**src/rtl/cart_bank_pkg.sv**
```systemverilog
package cart_bank_pkg;
  localparam int CTRL_W = 4;

  // strobes from the control register to the enable datapath
  typedef struct packed {
    logic aLower;   // ROM A lower segment wanted in lower half
    logic bEnable;  // ROM B permitted in lower half (conflict already removed)
    logic bHalf;    // ROM B segment line
    logic ramMode;  // whole window handed to system RAM
    logic clash;    // illegal combination latched
  } mapCtrl_t;
endpackage

```
**src/rtl/bank_ctrl.sv**
```systemverilog
module bank_ctrl
  import cart_bank_pkg::*;
(
  input  logic              clk,
  input  logic              rst_n,
  input  logic              wrStrobe,
  input  logic              ioPageSel,
  input  logic [CTRL_W-1:0] addrLow,
  output mapCtrl_t          ctl
);
  localparam int BIT_ALO = 0;
  localparam int BIT_BOFF = 1;
  localparam int BIT_BHALF = 2;
  localparam int BIT_RAM = 3;

  logic [CTRL_W-1:0] bankReg;
  logic              loadEn;

  assign loadEn = wrStrobe & ioPageSel;

  always_ff @(posedge clk or negedge rst_n) begin
    if (!rst_n) bankReg <= '0;
    else if (loadEn) bankReg <= addrLow;
  end

  logic bothLower;
  assign bothLower = bankReg[BIT_ALO] & ~bankReg[BIT_BOFF];

  always_comb begin
    ctl.ramMode = bankReg[BIT_RAM];
    ctl.aLower  = bankReg[BIT_ALO];
    ctl.bHalf   = bankReg[BIT_BHALF];
    ctl.clash   = bothLower & ~bankReg[BIT_RAM];
    ctl.bEnable = ~bankReg[BIT_BOFF] & ~bankReg[BIT_ALO];
  end
endmodule

```
**src/rtl/bank_datapath.sv**
```systemverilog
module bank_datapath
  import cart_bank_pkg::*;
(
  input  mapCtrl_t ctl,
  input  logic     winSel,
  input  logic     upperHalf,
  output logic     romAEn,
  output logic     romAA12,
  output logic     romBEn,
  output logic     romBA12,
  output logic     ramVisible,
  output logic     mapConflict
);
  logic romLive;

  assign romLive = winSel & ~ctl.ramMode;

  always_comb begin
    romAEn      = romLive & (upperHalf | ctl.aLower);
    romAA12     = upperHalf;
    romBEn      = romLive & ~upperHalf & ctl.bEnable;
    romBA12     = ctl.bHalf;
    ramVisible  = ctl.ramMode;
    mapConflict = ctl.clash;
  end
endmodule

```
**src/rtl/cart_bank_mapper.sv**
```systemverilog
module cart_bank_mapper
  import cart_bank_pkg::*;
#(
  parameter int ADDR_W  = 16,
  parameter int SEG_BIT = 12
) (
  input  logic              clk,
  input  logic              rst_n,
  input  logic [ADDR_W-1:0] cpuAddr,
  input  logic              wrStrobe,
  input  logic              ioPageSel,
  input  logic              winSel,
  output logic              romAEn,
  output logic              romAA12,
  output logic              romBEn,
  output logic              romBA12,
  output logic              ramVisible,
  output logic              mapConflict
);
  mapCtrl_t ctl;
  logic     unusedAddrBits;

  // only the low control bits and the half-select bit matter here
  assign unusedAddrBits = ^cpuAddr;

  bank_ctrl u_ctrl (
    .clk       (clk),
    .rst_n     (rst_n),
    .wrStrobe  (wrStrobe),
    .ioPageSel (ioPageSel),
    .addrLow   (cpuAddr[CTRL_W-1:0]),
    .ctl       (ctl)
  );

  bank_datapath u_dp (
    .ctl         (ctl),
    .winSel      (winSel),
    .upperHalf   (cpuAddr[SEG_BIT]),
    .romAEn      (romAEn),
    .romAA12     (romAA12),
    .romBEn      (romBEn),
    .romBA12     (romBA12),
    .ramVisible  (ramVisible),
    .mapConflict (mapConflict)
  );
endmodule

```
**config.mk**
```make
export PLATFORM = sky130hd
export DESIGN_NAME = cart_bank_mapper
export DESIGN_NICKNAME = d
export VERILOG_FILES = /design/src/rtl/cart_bank_pkg.sv /design/src/rtl/bank_ctrl.sv /design/src/rtl/bank_datapath.sv /design/src/rtl/cart_bank_mapper.sv
export SDC_FILE = /design/constraint.sdc
export NUM_CORES = 1
export LEC_CHECK = 0
export BUFFER_PORTS_ARGS = -buffer_cell sky130_fd_sc_hd__buf_4
export CORE_AREA = 2 2 39 41
export DETAILED_ROUTE_END_ITERATION = 8
export DIE_AREA = 0 0 41 43
export SYNTH_ARGS = -nofsm -noshare
export SYNTH_HDL_FRONTEND = slang
export SYNTH_SLANG_ARGS = --single-unit
```
**constraint.sdc**
```tcl
create_clock -name clk -period 2.6 [get_ports clk]
set_clock_uncertainty 0.15 [all_clocks]
set_input_delay 0.26 -clock clk [delete_from_list [all_inputs] [get_ports clk]]
set_output_delay 0.26 -clock clk [all_outputs]
set_load 0.1 [all_outputs]
```
## After elaboration in Yosys (flattened, before gate mapping)

Cells that the tools add are included.

| word-level totals | value |
|---|---|
| register bits | 4 |
| word-level logic and storage cells | 14 |
| output and inout port bits | 6 |
| latch bits | 0 |
| bits of input ports | 21 |
| memories | 0 |
| bits in writable memories | 0 |
| ROM bits | 0 |

| operators by class | value |
|---|---|
| magnitude comparators | 0 |
| bitwise operators | 13 |
| reductions and logical operators | 0 |
| divide/modulo/power cells | 0 |
| multipliers | 0 |
| shifts and indexed selects | 0 |
| mux-type cells | 0 |
| eq/ne operators | 0 |
| $add $sub $neg | 0 |

Operators by type and width:

| cell | count |
|---|---|
| $and 1x1->1 | 8 |
| $not 1->1 | 4 |
| $or 1x1->1 | 1 |

## Longest topological paths before layout

Gate-level depths: netlist of the first run.

| logic depth | value |
|---|---|
| word-level depth | 4 |
| mapped depth | 2 |
| depth with buffers taken out | 2 |

## Modules after synthesis

Synthesis of the first run repeated with hierarchy kept, for this count alone.

| second synthesis, totals | value |
|---|---|
| cells, all modules | 21 |
| area total of the unflattened synthesis | 254.0 um^2 |

By module, submodules not included:

| module | area each (um^2) | seq. area each (um^2) | instances | cells each |
|---|---|---|---|---|
| bank_ctrl | 200.2 | 100.1 | 1 | 14 |
| bank_datapath | 53.8 | 0.0 | 1 | 7 |

## Worst setup path after synthesis of the first run

OpenSTA, ideal clock, no wires.

| timing path | value |
|---|---|
| path kind | reg2out |
| from | register u_ctrl.bankReg[3] |
| to | output romBEn |
| required time | 2.190 ns |
| slack | -1.686 ns |
| buffers on the path | 0 |
| data arrival time | 3.876 ns |
| stages on the path, launching flop included | 3 |
| cells stage by stage | dfrtp_1 nand2b_1 nor4_1 |

| on the way | value |
|---|---|
| word-level cells in the longest chain between the ends | 4 |

Ends and longest elaborated chain:

| what | RTL line | text |
|---|---|---|
| start: declaration | bank_ctrl.sv:16 | `logic [CTRL_W-1:0] bankReg;` |
| start signal: assignment | bank_ctrl.sv:23 | `else if (loadEn) bankReg <= addrLow;` |
| $not 1->1 | bank_datapath.sv:16 | `assign romLive = winSel & ~ctl.ramMode;` |
| $and 1x1->1 | bank_datapath.sv:16 |  |
| $and 1x1->1 (2 in series) | bank_datapath.sv:21 | `romBEn = romLive & ~upperHalf & ctl.bEnable;` |
| end: declaration | cart_bank_mapper.sv:15 | `output logic romBEn,` |

No other way between the ends.

## Worst setup path after layout of the first run

Ends and elaborated chain as after synthesis.

==> results of run 1 <==
[worst max-delay path: cells and delay by family (launching register included)]
kind	cells	cell delay, ns
DFF	1	0.41
and+or+nand+nor	2	0.32
buffers and inverters	1	0.33
[metal layers]
metal  vias up  track usage  wire (µm)  share of wire
li1         88            -          -              -
met1        71       0.0980        219           0.45
met2        18       0.0500        155           0.32
met3         0       0.0628        117           0.24
met4         0       0.0400          0              0
met5         -            0          0              0
[worst min path at each step]
stage                     cells past startpoint       start  slack (ns)                 to
after floorplan                               0       rst_n       -0.19  u_ctrl.bankReg[0]
after global placement                        1       rst_n       -0.09  u_ctrl.bankReg[3]
after detailed placement                      1       rst_n       -0.09  u_ctrl.bankReg[3]
after CTS                                     2  cpuAddr[1]         0.1  u_ctrl.bankReg[1]
after global routing                          2  cpuAddr[3]        0.09  u_ctrl.bankReg[3]
final                                         2  cpuAddr[1]        0.10  u_ctrl.bankReg[1]
[where the power goes]
part           internal, mW  leakage (nW)  total, mW  switching, mW
Sequential           0.0719        0.0469     0.0817        0.00984
Clock                0.0517        0.0138     0.0781         0.0264
Combinational        0.0383         0.127      0.121         0.0831
Total                 0.162         0.188      0.281          0.119
[cell usage in the layout (no fill, tap or decap)]
cell type	netlist	routed
dlygate4sd3_1	0	1
mux2_4	4	4
nand2b_1	1	1
nor4_2	0	1
nand2_2	1	1
dfrtp_1	4	4
buf_4	1	15
nor2_1	2	2
nor3b_2	0	1
clkbuf_4	0	3
[layout make-up]
class | instances | area (µm²)
Multi-Input combinational cell | 10 | 105
Tap cell | 16 | 20.0
Sequential cell | 4 | 100
Timing Repair Buffer | 16 | 123
Clock buffer | 3 | 22.5
Fill cell | 147 | 1010
[timing repair]
item                                   CTS  global route
buffers inserted                         0             0
endpoints found under the hold margin    4             0
hold buffers                             1             0
[cells by family (layout without fill, tap and decap cells)]
kind of cell,after synthesis,count (layout),synth area share
DFF,4,4,0.497
muxes,4,4,0.298
and+or+nand+nor,6,6,0.168
buffers and inverters,1,19,0.0373
[stage by stage]
stage	hold WS [ns]	instance area, µm²	worst slack [ns]	util
6_report	0.102	370	0.899	0.268
5_1_grt	0.0906	370	0.833	0.268
4_1_cts	0.0951	370	0.881	0.268
3_5_place_dp	-0.0904	338	1.14	0.244
3_3_place_gp	-0.0948	338	1.13	0.244
2_1_floorplan	-0.186	213	-0.514	-
==> impl_metrics.env, run 1 <==
export IMPL_dr_pass1_iters=2
export IMPL_grt_usage=0.0646
export IMPL_place_gp_congestion=0.620
export IMPL_p_total_uw=281
export IMPL_root_buffer="clkbuf_4"
export IMPL_clk_pin_slew_ns=0.04
export IMPL_crit_type="reg2out"
export IMPL_crit_path_top_delay_cell="dfrtp_1"
export IMPL_start_kind="flip-flop"
export IMPL_p_per_area_mw_per_mm2=759
export IMPL_num_vias=177
export IMPL_synth_common_cells="dfrtp_1, mux2_4, nor2_1"
export IMPL_async_reset_ff_frac=1.00
export IMPL_drv_slew=0
export IMPL_hold_violations=0
export IMPL_syn_num_nets=36
export IMPL_reg2reg_to="u_ctrl.bankReg[0]"
export IMPL_cp_cell_sequence="nand2b_1 -> nor4_2 -> buf_4"
export IMPL_reg2reg_depth=1
export IMPL_post_place_cells=45
export IMPL_ant_nets=0
export IMPL_cp_required_ns=2.19
export IMPL_p_leak_nw=0.188
export IMPL_die_y_um=43
export IMPL_drt_total_wl_um=491
export IMPL_critPathMaxFanout=4
export IMPL_clkLatencyLatePin_ns=0.24
export IMPL_fmax_ghz=0.588
export IMPL_grt_pass1_wl_um=676
export IMPL_num_rows=14
export IMPL_run_status="complete, no violations"
export IMPL_cts_sinks=4
export IMPL_tns_ns=0
export IMPL_ir_worst_vdd_mv=0.201
export IMPL_tightest_slew_ns=0.280
export IMPL_layoutNonFillerInstCount=49
export IMPL_die_area_mm2=0.00176
export IMPL_seq_area_frac_synth=0.497
export IMPL_cts_max_path_buffers=2
export IMPL_r2r_start="u_ctrl.bankReg[0]"
export IMPL_numCtsBuffers=3
export IMPL_avgSynthCellArea_um2=13.4
export IMPL_synth_edf_count=0
export IMPL_cts_tree="built"
export IMPL_synth_distinct_cells=8
export IMPL_largest_register_ffs=4
export IMPL_fin_nets=56
export IMPL_synth_area_leaders="dfrtp_1, mux2_4, buf_4, nor2_1, nor3b_1"
export IMPL_ys_flop_type="dfrtp_1"
export IMPL_synth_area_leader_cell="dfrtp_1"
export IMPL_drc=0
export IMPL_post_cts_resized=0
export IMPL_grt_setup_unrepaired="no"
export IMPL_crit_path_end_kind="output port"
export IMPL_startpoint="u_ctrl.bankReg[3]"
export IMPL_design_core_area_mm2=0.00138
export IMPL_syn_area_um2=201
export IMPL_ys_seq_elements=4
export IMPL_largestRegisters="u_ctrl.bankReg: 4 flops"
export IMPL_wire_per_inst_um=10.0
export IMPL_antenna_found_initial=0
export IMPL_via_per_inst=3.61
export IMPL_hp_class="in2reg"
export IMPL_timing_final_crit_share=0.654
export IMPL_insertedDiodeCount=0
export IMPL_num_io_pins=27
export IMPL_start_util=0.146
export IMPL_endpoint="romBEn"
export IMPL_drt_iter0_drc=1
export IMPL_regToRegSetupSlack_ns=1.65
export IMPL_synthToLayoutAreaGrowth_pct=83.9
export IMPL_drive_gt1_frac=0.758
export IMPL_cap_violations=0
export IMPL_die_width_um=41
export IMPL_netlist_area_leader_share=0.497
export IMPL_layout_min_cycle_time_ns=1.70
export IMPL_io_buffers=15
export IMPL_grt_ovfl_total=0
export IMPL_netlist_instances=15
export IMPL_htree_num_levels=1
export IMPL_top_register="u_ctrl.bankReg"
export IMPL_grt_max_degree=5
export IMPL_ys_warn_count=0
export IMPL_grt_pass1_vias=154
export IMPL_finalSetupViolations=0
export IMPL_max_stage_delay_ns=0.41
export IMPL_relSlewSlack=0.815
export IMPL_critPathArrivalTime_ns=1.29
Power figures use the tool's default switching activity.
==> run 2, diff against run 1 <==
==> constraint.sdc (replaced) <==
create_clock -name clk -period 1.6 [get_ports clk]
set_clock_uncertainty 0.15 [all_clocks]
set_input_delay 0.16 -clock clk [delete_from_list [all_inputs] [get_ports clk]]
set_output_delay 0.16 -clock clk [all_outputs]
set_load 0.1 [all_outputs]
==> impl_metrics.env, run 2 (synthesized netlist as in run 1, its figures left out) <==
export IMPL_drv_slew=0
export IMPL_grt_max_degree=5
export IMPL_hold_path_depth=2
export IMPL_grt_usage=0.0796
export IMPL_p_leak_nw=0.225
export IMPL_layoutNonFillerInstCount=55
export IMPL_drc=0
export IMPL_ant_nets=0
export IMPL_htree_num_levels=1
export IMPL_crit_path_end_kind="output port"
export IMPL_grt_pass1_wl_um=862
export IMPL_num_vias=210
export IMPL_die_area_mm2=0.00176
export IMPL_cts_sinks=4
export IMPL_layout_common_cells="buf_4, mux2_4, dlygate4sd3_1, clkbuf_4, dfrtp_1"
export IMPL_die_width_um=41
export IMPL_drt_total_wl_um=549
export IMPL_cts_tree="built"
export IMPL_hp_class="in2reg"
export IMPL_reg2reg_depth=3
export IMPL_via_per_inst=3.82
export IMPL_largestRegisters="u_ctrl.bankReg: 4 flops"
export IMPL_num_io_pins=27
export IMPL_tns_ns=0
export IMPL_start_util=0.146
export IMPL_ir_worst_vdd_mv=0.430
export IMPL_drive_gt1_frac=0.769
export IMPL_die_y_um=43
export IMPL_grt_setup_unrepaired="yes"
export IMPL_antenna_found_initial=0
export IMPL_layout_commonest_cell="buf_4"
export IMPL_io_buffers=15
export IMPL_place_gp_congestion=0.673
export IMPL_cap_violations=0
export IMPL_hold_violations=0
export IMPL_run_status="complete, no violations"
export IMPL_num_fill_cells=144
export IMPL_hold_end="u_ctrl.bankReg[1]"
export IMPL_cp_required_ns=1.29
export IMPL_clk_pin_slew_ns=0.04
export IMPL_grt_ovfl_total=0
export IMPL_tightest_slew_ns=0.279
export IMPL_timing_hold_ws_ns=0.00770
export IMPL_cts_max_path_buffers=2
export IMPL_critPathMaxFanout=2
export IMPL_grt_pass1_vias=208
export IMPL_post_place_cells=46
export IMPL_p_per_area_mw_per_mm2=1110
export IMPL_regToRegSetupSlack_ns=0.36
export IMPL_crit_type="reg2out"
export IMPL_design_core_area_mm2=0.00138
export IMPL_insertedDiodeCount=0
export IMPL_synthToLayoutAreaGrowth_pct=132
export IMPL_fmax_ghz=0.635
export IMPL_critPathArrivalTime_ns=1.26
export IMPL_reg2reg_to="u_ctrl.bankReg[3]"
export IMPL_top_register="u_ctrl.bankReg"
export IMPL_hp_start="cpuAddr[1]"
export IMPL_dr_pass1_iters=1
export IMPL_root_buffer="clkbuf_4"
export IMPL_layout_min_cycle_time_ns=1.57
export IMPL_num_rows=14
export IMPL_numCtsBuffers=3
export IMPL_timing_final_crit_share=0.983
export IMPL_finalSetupViolations=0
export IMPL_drt_iter0_drc=0
export IMPL_fin_nets=61
export IMPL_start_kind="flip-flop"
export IMPL_clkLatencyLatePin_ns=0.24
export IMPL_largest_register_ffs=4
export IMPL_wire_per_inst_um=9.98
export IMPL_relSlewSlack=0.815
export IMPL_r2r_start="u_ctrl.bankReg[3]"
run 2: cell count changes in the layout (fill, tap and decap cells not counted), sizes merged:
cell,change
clkbuf,+1
dlygate4sd3,+3
buf,+2
run 2: layout make-up:
class                           instances  area [µm²]  area share
Multi-Input combinational cell         10         130       0.278
Tap cell                               16        20.0      0.0428
Sequential cell                         4         104       0.222
Timing Repair Buffer                   21         188       0.401
Clock buffer                            4        26.3      0.0561
run 2: critical path, stage by stage (launching register included):
cell and delay (ns):
dfrtp_4 0.47, nand2b_4 0.16, nor4_4 0.14, buf_6 0.26
run 2: timing repair:
item	in CTS	in global routing
setup endpoints to repair	2	1
pin swaps	2	0
gates resized for setup	5	0
buffers inserted	1	0
hold endpoints to repair	7	0
hold buffers	4	0
run 2: report_power, final:
| group | leakage (nW) | switching, mW | internal, mW |
|---|---|---|---|
| logic | 0.164 | 0.148 | 0.0944 |
| registers | 0.0460 | 0.0186 | 0.119 |
| clock network | 0.0150 | 0.0455 | 0.0939 |
run 2: per-layer routing:
layer | part of all wire | track usage | vias up | wire, µm
li1 | - | - | 100 | -
met1 | 0.38 | 0.0812 | 92 | 207
met2 | 0.48 | 0.109 | 18 | 262
met3 | 0.14 | 0.0366 | 0 | 78
met4 | 0 | 0.0800 | 0 | 0
met5 | 0 | 0 | - | 0
run 2: worst max-delay path by stage:
stage                      startpoint           to  cells after the start
detailed placement  u_ctrl.bankReg[3]       romBEn                      3
global placement    u_ctrl.bankReg[3]       romBEn                      3
global route        u_ctrl.bankReg[3]       romBEn                      3
finish              u_ctrl.bankReg[3]       romBEn                      3
floorplan           u_ctrl.bankReg[3]       romBEn                      2
CTS                 u_ctrl.bankReg[3]  mapConflict                      3
run 2: per-stage QoR:
step           total power, mW  utilization  setup WS [ns]  cell area [µm²]
2_1_floorplan            0.301            -         -0.637              241
3_3_place_gp             0.355        0.270          0.110              374
3_5_place_dp             0.358        0.270          0.103              374
4_1_cts                  0.529        0.338        0.00672              468
5_1_grt                  0.543        0.338        -0.0378              468
6_report                 0.520        0.338         0.0264              468
